--- src/rtl/lps_pkg.sv ---
package lps_pkg;

  typedef enum logic [1:0] {
    LS_NORMAL   = 2'd0,
    LS_LPRESET  = 2'd1,
    LS_DISABLED = 2'd2
  } lps_state_t;

endpackage

--- src/rtl/lps_sync.sv ---
module lps_sync #(
  parameter int STAGES = 2
) (
  input  logic clk,
  input  logic rst,
  input  logic d_in,
  output logic d_sync
);

  logic [STAGES-1:0] chain_q;

  genvar g;
  generate
    for (g = 0; g < STAGES; g++) begin : g_stage
      if (g == 0) begin : g_first
        always_ff @(posedge clk) begin
          if (rst) chain_q[0] <= 1'b0;
          else     chain_q[0] <= d_in;
        end
      end else begin : g_rest
        always_ff @(posedge clk) begin
          if (rst) chain_q[g] <= 1'b0;
          else     chain_q[g] <= chain_q[g-1];
        end
      end
    end
  endgenerate

  assign d_sync = chain_q[STAGES-1];

endmodule

--- src/rtl/lps_low_timer.sv ---
module lps_low_timer #(
  parameter int RST_CYCLES = 16,
  parameter int DIS_CYCLES = 64,
  localparam int CNT_W = $clog2(DIS_CYCLES + 1)
) (
  input  logic clk,
  input  logic rst,
  input  logic level,
  output logic past_rst,
  output logic past_dis
);

  localparam logic [CNT_W-1:0] SAT_VAL = CNT_W'(DIS_CYCLES);
  localparam logic [CNT_W-1:0] RST_VAL = CNT_W'(RST_CYCLES);

  logic [CNT_W-1:0] low_cnt_q;

  always_ff @(posedge clk) begin
    if (rst || level)          low_cnt_q <= '0;
    else if (low_cnt_q != SAT_VAL) low_cnt_q <= low_cnt_q + 1'b1;
  end

  assign past_rst = (low_cnt_q >= RST_VAL);
  assign past_dis = (low_cnt_q >= SAT_VAL);

endmodule

--- src/rtl/lps_fsm.sv ---
module lps_fsm
  import lps_pkg::*;
(
  input  logic       clk,
  input  logic       rst,
  input  logic       level,
  input  logic       past_rst,
  input  logic       past_dis,
  output lps_state_t state_nxt,
  output logic       bus_rst_pulse
);

  lps_state_t state_q;
  logic       timed_dis_q, timed_dis_nxt;
  logic       pulse_nxt;

  always_comb begin
    state_nxt     = state_q;
    timed_dis_nxt = timed_dis_q;
    pulse_nxt     = 1'b0;
    if (level) begin
      if (state_q != LS_NORMAL) begin
        state_nxt     = LS_NORMAL;
        pulse_nxt     = timed_dis_q;
        timed_dis_nxt = 1'b0;
      end
    end else if (past_dis) begin
      state_nxt     = LS_DISABLED;
      timed_dis_nxt = 1'b1;
    end else if (past_rst && state_q == LS_NORMAL) begin
      state_nxt = LS_LPRESET;
    end
  end

  always_ff @(posedge clk) begin
    if (rst) begin
      state_q       <= LS_DISABLED;
      timed_dis_q   <= 1'b0;
      bus_rst_pulse <= 1'b0;
    end else begin
      state_q       <= state_nxt;
      timed_dis_q   <= timed_dis_nxt;
      bus_rst_pulse <= pulse_nxt;
    end
  end

endmodule

--- src/rtl/lps_if_ctrl.sv ---
module lps_if_ctrl
  import lps_pkg::*;
#(
  parameter int RST_CYCLES  = 16,
  parameter int DIS_CYCLES  = 64,
  parameter int SYNC_STAGES = 2,
  parameter int CTL_W       = 2,
  parameter int DATA_W      = 8
) (
  input  logic              clk,
  input  logic              rst,
  input  logic              lps_in,
  input  logic              lreq_in,
  input  logic [CTL_W-1:0]  ctl_in,
  input  logic [DATA_W-1:0] data_in,
  output logic              lreq_out,
  output logic [CTL_W-1:0]  ctl_out,
  output logic [DATA_W-1:0] data_out,
  output logic              pclk_en,
  output logic              if_active,
  output logic              bus_reset_req
);

  logic       lps_s;
  logic       past_rst, past_dis;
  lps_state_t st_nxt;
  logic       live_nxt;

  lps_sync #(.STAGES(SYNC_STAGES)) u_sync (
    .clk    (clk),
    .rst    (rst),
    .d_in   (lps_in),
    .d_sync (lps_s)
  );

  lps_low_timer #(
    .RST_CYCLES (RST_CYCLES),
    .DIS_CYCLES (DIS_CYCLES)
  ) u_timer (
    .clk      (clk),
    .rst      (rst),
    .level    (lps_s),
    .past_rst (past_rst),
    .past_dis (past_dis)
  );

  lps_fsm u_fsm (
    .clk           (clk),
    .rst           (rst),
    .level         (lps_s),
    .past_rst      (past_rst),
    .past_dis      (past_dis),
    .state_nxt     (st_nxt),
    .bus_rst_pulse (bus_reset_req)
  );

  assign live_nxt = (st_nxt == LS_NORMAL);

  always_ff @(posedge clk) begin
    if (rst) begin
      lreq_out  <= 1'b0;
      ctl_out   <= '0;
      data_out  <= '0;
      pclk_en   <= 1'b0;
      if_active <= 1'b0;
    end else begin
      lreq_out  <= live_nxt & lreq_in;
      ctl_out   <= live_nxt ? ctl_in  : '0;
      data_out  <= live_nxt ? data_in : '0;
      pclk_en   <= (st_nxt != LS_DISABLED);
      if_active <= live_nxt;
    end
  end

endmodule

--- config.mk ---
export PLATFORM = sky130hd
export DESIGN_NAME = lps_if_ctrl
export DESIGN_NICKNAME = d
export VERILOG_FILES = /design/src/rtl/lps_pkg.sv /design/src/rtl/lps_sync.sv /design/src/rtl/lps_low_timer.sv /design/src/rtl/lps_fsm.sv /design/src/rtl/lps_if_ctrl.sv
export SDC_FILE = /design/constraint.sdc
export NUM_CORES = 1
export LEC_CHECK = 0
export BUFFER_PORTS_ARGS = -buffer_cell sky130_fd_sc_hd__buf_2
export CORE_UTILIZATION = 51
export CTS_BUF_LIST = sky130_fd_sc_hd__clkbuf_8
export CTS_CLUSTER_SIZE = 10
export DETAILED_ROUTE_END_ITERATION = 6
export GPL_ROUTABILITY_DRIVEN = 0
export GPL_TIMING_DRIVEN = 1
export PLACE_DENSITY = 0.9
export SETUP_SLACK_MARGIN = 0.2
export SKIP_CTS_REPAIR_TIMING = 1
export SLEW_MARGIN = 10
export SYNTH_ARGS = -nofsm -noshare
export SYNTH_HDL_FRONTEND = slang
export SYNTH_HIERARCHICAL = 1
export SYNTH_SLANG_ARGS = --single-unit
--- constraint.sdc ---
create_clock -name clk -period 1.8 [get_ports clk]
set_input_delay 0.18 -clock clk [delete_from_list [all_inputs] [get_ports clk]]
set_output_delay 0.18 -clock clk [all_outputs]
set_load 0.005 [all_outputs]
[Word level (Yosys, flattened, before mapping)]
Index checks and enable logic that the tools add are counted.
Cells by class
  magnitude comparators: 2
  bitwise operators: 4
  eq/ne operators: 3
  $add $sub $neg: 1
  mux-type cells: 7
  reductions and logical operators: 9
Operators with widths (count)
  $mux W2: 4
  $add A7 B1 Y7 const B: 1
  $ge A7 B5 Y1 const B: 1
  $ge A7 B7 Y1 const B: 1
  $ne A7 B7 Y1 const B: 1
  $logic_not A2 Y1: 2
  $reduce_bool A2 Y1: 2
  $mux W1: 3
  $not A1 Y1: 3
  $reduce_or A3 Y1: 1
  $ne A2 B1 Y1 const B: 1
  $ne A2 B2 Y1 const B: 1
  $reduce_and A2 Y1: 1
  $reduce_or A2 Y1: 1
  $and A1 B1 Y1: 1
  $logic_and A1 B1 Y1: 1
  $logic_or A1 B1 Y1: 1
Storage, ports and cells
  register bits: 26
  logic and storage cells: 37
  output and inout port bits: 14
  input port bits: 14

[Logic depth before layout (Yosys ltp)]
  depth after elaboration: 8
  gate-level depth with buffers: 6
  gate-level depth less buffers: 5

[Modules after synthesis]
The synthesis kept the hierarchy.
Modules (own cells, without submodules)
  lps_if_ctrl: seq. area each 260.2 um^2, times used 1, cells each 28, area each 369.1 um^2
  lps_low_timer: seq. area each 140.1 um^2, times used 1, cells each 36, area each 306.5 um^2
  lps_fsm: seq. area each 80.1 um^2, times used 1, cells each 16, area each 181.4 um^2
  lps_sync: seq. area each 40.0 um^2, times used 1, cells each 4, area each 52.6 um^2

[Worst setup path after synthesis]
OpenSTA, ideal clock, no wires.
  kind: register -> register
  start point: reg u_timer.low_cnt_q[4]
  end point: reg ctl_out[0]
  arrival: 1.319 ns
  library setup time: 0.116 ns
  stages on the path, launching flop included: 7
  path buffers: 1
  path slack: 0.365 ns
  clock period less this slack: 1.435 ns
  data required time: 1.684 ns
  path through: dfxtp_1 or3_1 nand2b_4 a211oi_1 nor3_2 buf_4 and2_2
Between the ends
  cells in the longest elaborated chain, start to end: 8
  elaborated cells on any way between the ends: 9
  classes of those cells: 2 x order compare; 3 x mux; 1 x bitwise; 3 x reduce/logical
RTL lines
  from (decl): line lps_low_timer.sv:16  | logic [CNT_W-1:0] low_cnt_q;
  from (signal assigned): line lps_low_timer.sv:20  | else if (low_cnt_q != SAT_VAL) low_cnt_q <= low_cnt_q + 1'b1;
  $ge A7 B5 Y1: line lps_low_timer.sv:23  | assign past_rst = (low_cnt_q >= RST_VAL);
  net past_rst: line lps_if_ctrl.sv:25  | logic past_rst, past_dis;
  $logic_and A1 B1 Y1: line lps_fsm.sv:30  | end else if (past_rst && state_q == LS_NORMAL) begin
  $mux W2: line lps_fsm.sv:30
  $mux W2: line lps_fsm.sv:27  | end else if (past_dis) begin
  $mux W2: line lps_fsm.sv:21  | if (level) begin
  net st_nxt[0]: line lps_if_ctrl.sv:26  | lps_state_t st_nxt;
  $logic_not A2 Y1: line lps_if_ctrl.sv:57  | assign live_nxt = (st_nxt == LS_NORMAL);
  $not A1 Y1 (no source line)
  $reduce_or A2 Y1 (no source line)
  to (signal assigned): line lps_if_ctrl.sv:68  | ctl_out <= live_nxt ? ctl_in : '0;
  to (decl): line lps_if_ctrl.sv:17  | output logic [CTL_W-1:0] ctl_out,
The timed path passes the listed nets, and every way through them passes these cells.
A chain may end at the register's enable or synchronous reset.

[Final worst setup path]
  start point: reg u_timer.low_cnt_q[4]
  end point: reg data_out[6]
Between the ends
  cells in the longest elaborated chain, start to end: 8
  elaborated cells on any way between the ends: 9
  classes of those cells: 2 x order compare; 3 x mux; 1 x bitwise; 3 x reduce/logical
RTL lines
  $ge A7 B5 Y1: line lps_low_timer.sv:23
  net past_rst: line lps_if_ctrl.sv:25
  $logic_and A1 B1 Y1: line lps_fsm.sv:30
  $mux W2: line lps_fsm.sv:30
  $mux W2: line lps_fsm.sv:27
  $mux W2: line lps_fsm.sv:21
  net st_nxt[0]: line lps_if_ctrl.sv:26
  $logic_not A2 Y1: line lps_if_ctrl.sv:57
  $not A1 Y1 (no source line)
  $reduce_or A2 Y1 (no source line)
  to (signal assigned): line lps_if_ctrl.sv:69  | data_out <= live_nxt ? data_in : '0;
  to (decl): line lps_if_ctrl.sv:18  | output logic [DATA_W-1:0] data_out,
The timed path passes the listed nets, and every way through them passes these cells.

==> flow_summary_export.csv <==
group,metric,value,unit
global_route,grt_pass1_wl,2700,µm
pwr,power_leakage,0.512,nW
sta,fin_ws,289,ps
critical_path,critical_path.slowest_cell,"or3_1",
global_route,grtUsageMet3,6.12,%
cells_and_area,final_common_cell,"buf_2",
sta,max-slew-margin-rel,77.9,%
yosys,ys_types,25,
die,ioPinCount,28,
drt,via_per_inst,5.19,
yosys,ys_ff_latch,26,
die,die_w,44.2,µm
drt,drt_iter0_markers,9,
clock_tree,insertion_delay,260,ps
critical_path,cp-start-kind,"flip-flop",
yosys,syn_area,910,µm²
clock_tree,htreeDepth,1,
run,drv_cap,0,
sta,hold_viol_final,0,
cells_and_area,drive_gt1_share,43.4,%
cells_and_area,antennaDiodeCount,0,
global_route,top_usage_layer,"met2",
cells_and_area,layout_common_cells,"buf_2 (27), dfxtp_1 (26), and2_2 (11)",
sta,setup_viol,0,
cells_and_area,final_net_count,131,
sta,tightest_slew,331,ps
sta,min_period,1510,ps
yosys,synth_cells,84,
global_route,overflow,0,
clock_tree,root_buffer,"clkbuf_8",
pwr,power.switching,0.207,mW
critical_path,slowest_delay,400,ps
critical_path,critPathCaptureType,"flip-flop",
clock_tree,cts_tree,"built",
sta,period_share,83.9,%
pwr,pwr-share-clk,31.6,%
global_route,grtUsageMet1,21.8,%
critical_path,cpLargestDelayFamily,"simple AND/OR/NAND/NOR gates",
sta,rsz0062_at_grt,"false",
yosys,synth_nets,100,
global_route,grt_max_degree,14,
drt,ant_nets,0,
clock_tree,numCtsBuffers,3,
worst_hold_path,hp-class,"input pin to flip-flop",
yosys,synth_top_cell_by_area,"dfxtp_1",
global_route,antenna_found_initial,0,
place,portBuffers,27,
die,rows,14,
critical_path,path_buf_inv,0,
yosys,yosys_warnings,6,
sta,final_max_slew_viol_count,0,
run_status,status,"complete, no violations",
drt,vias,669,
die,initial_core_util,57.7,%
yosys,synthDominantCellAreaShare,57.2,%
critical_path,cp_cell_sequence,"or3_1 -> nand2b_4 -> a211oi_2 -> nor3_4 -> and2_2",
pwr,comb_power_share,6.8,%
global_route,track_usage,19.3,%
sta,max_freq,662,MHz
critical_path,path_max_fanout,12,
pwr,p_sw_share,21.0,%
drt,drtPass1Iterations,4,
pwr,seq_power_share,61.5,%
yosys,synth.area.top_cells,"dfxtp_1 (57%), and2_2 (9.1%), nor2_1 (3.3%), a2111oi_4 (3.0%), ha_1 (2.8%)",
die,core_area,1580,µm²
sta,fin_worst_skew,2.33,ps
sta,hold_ws,128,ps
drt,drc,0,
clock_tree,numClockSinks,26,
global_route,grt_pass1_vias,650,
clock_tree,clkTransAtPathRegs,80,ps
yosys,ys_seq_area_share,57.2,%
critical_path,cp.arrival,1720,ps
global_route,grt_util_met2,33.2,%
drt,wl_per_cell,13.1,µm
die,fp.dieArea,1960,µm²
pwr,power_density,885,nW/µm²
yosys,syn_avg_cell_area,10.8,µm²
pwr,ir_drop,0.890,mV
critical_path,critical_path_class,"flip-flop to flip-flop",
clock_tree,cts.path.max_buffers,2,
place,dp_hpwl,1130,µm
place,pre_cts_ws,150,ps
pwr,p_int,0.779,mW
critical_path,cp.required,2010,ps
drt,wl,1690,µm
cells_and_area,area_growth,22.4,%
die,die_h,44.2,µm
sta,finalSetupTns,0,ps
-- cells by family (layout without fill, tap and decap cells) --
logic type | Yosys count | count (layout) | share of synthesized area (%)
AO/OA/AOI/OAI | 11 | 11 | 10.0
XOR/XNOR | 3 | 3 | 2.89
adder cells (fa/ha/maj) | 2 | 2 | 2.75
buffers and inverters | 8 | 37 | 3.71
flip-flops | 26 | 26 | 57.2
AND/OR/NAND/NOR | 34 | 34 | 23.4
-- synth_stat cells --
master      n
o21ai_2     1
nor4_1      1
xor2_1      2
a2111oi_4   1
or2_2       1
nor3_2      1
a211oi_1    1
ha_1        2
and2_2     11
clkbuf_1    1
nand3_1     2
a31o_1      1
xnor2_1     1
a21oi_1     3
buf_4       1
or3_1       3
nand2_1     2
nor2_1      8
nor3b_1     2
a31o_2      1
inv_1       6
dfxtp_1    26
nor2b_1     2
o21ai_0     3
nand2b_4    1
-- per-stage QoR --
stage / std cells / cell area, µm² / total power [mW] / util (%)
CTS: 129 / 1100 / 0.985 / 69.9
global placement: 126 / 1060 / 0.680 / 67.3
detailed placement: 126 / 1060 / 0.684 / 67.3
global route: 129 / 1110 / 1.02 / 70.6
finish: 129 / 1110 / 0.986 / 70.6
floorplan: 84 / 910 / 0.652 / -
-- final cells by class --
cell class	count	area, µm²
sequential	26	520
fill	102	463
multi-input combinational	50	367
timing repair buffer	28	143
clock buffer	3	41.3
inverter	6	22.5
tap	16	20.0
-- worst paths after layout --
path                            depth (start not counted)  slack [ps]                               from                        to
worst max-delay path                                    5         290  u_timer/low_cnt_q[4]$_SDFFE_PP0N_    data_out[6]$_SDFF_PP0_
worst min register to register                          1         440       u_sync/chain_q[0]$_SDFF_PP0_  u_sync/d_sync$_SDFF_PP0_
worst max register to register                          5         290  u_timer/low_cnt_q[4]$_SDFFE_PP0N_    data_out[6]$_SDFF_PP0_
worst min-delay path                                    2         130                            lreq_in       lreq_out$_SDFF_PP0_
-- metal layers --
metal,share of wire (%),vias to the layer above
met1,44,311
met5,0,-
met3,5.0,2
li1,-,333
met4,0.83,0
met2,50,23
-- flip-flops by register name, indices dropped and copies added (netlist names) --
register	count
data_out	8
lreq_out	1
u_timer/low_cnt_q	7
u_fsm/bus_rst_pulse	1
if_active	1
ctl_out	2
pclk_en	1
u_sync/chain_q	1
u_fsm/state_q	2
u_sync/d_sync	1
u_fsm/timed_dis_q	1
-- worst register-to-register path, stage by stage, from the launching register on --
cell and delay [ps]:
dfxtp_1 360, or3_1 400, nand2b_4 110, a211oi_2 100
nor3_4 290, and2_2 200
-- power by group through the flow --
stage	clock network [mW]	registers [mW]	logic [mW]
5_1_grt	0.337	0.609	0.0745
3_5_place_dp	0	0.620	0.0649
2_1_floorplan	0	0.619	0.0330
6_report	0.312	0.607	0.0673
3_3_place_gp	0	0.618	0.0612
4_1_cts	0.313	0.606	0.0654
(Power assumes the default switching activity.)
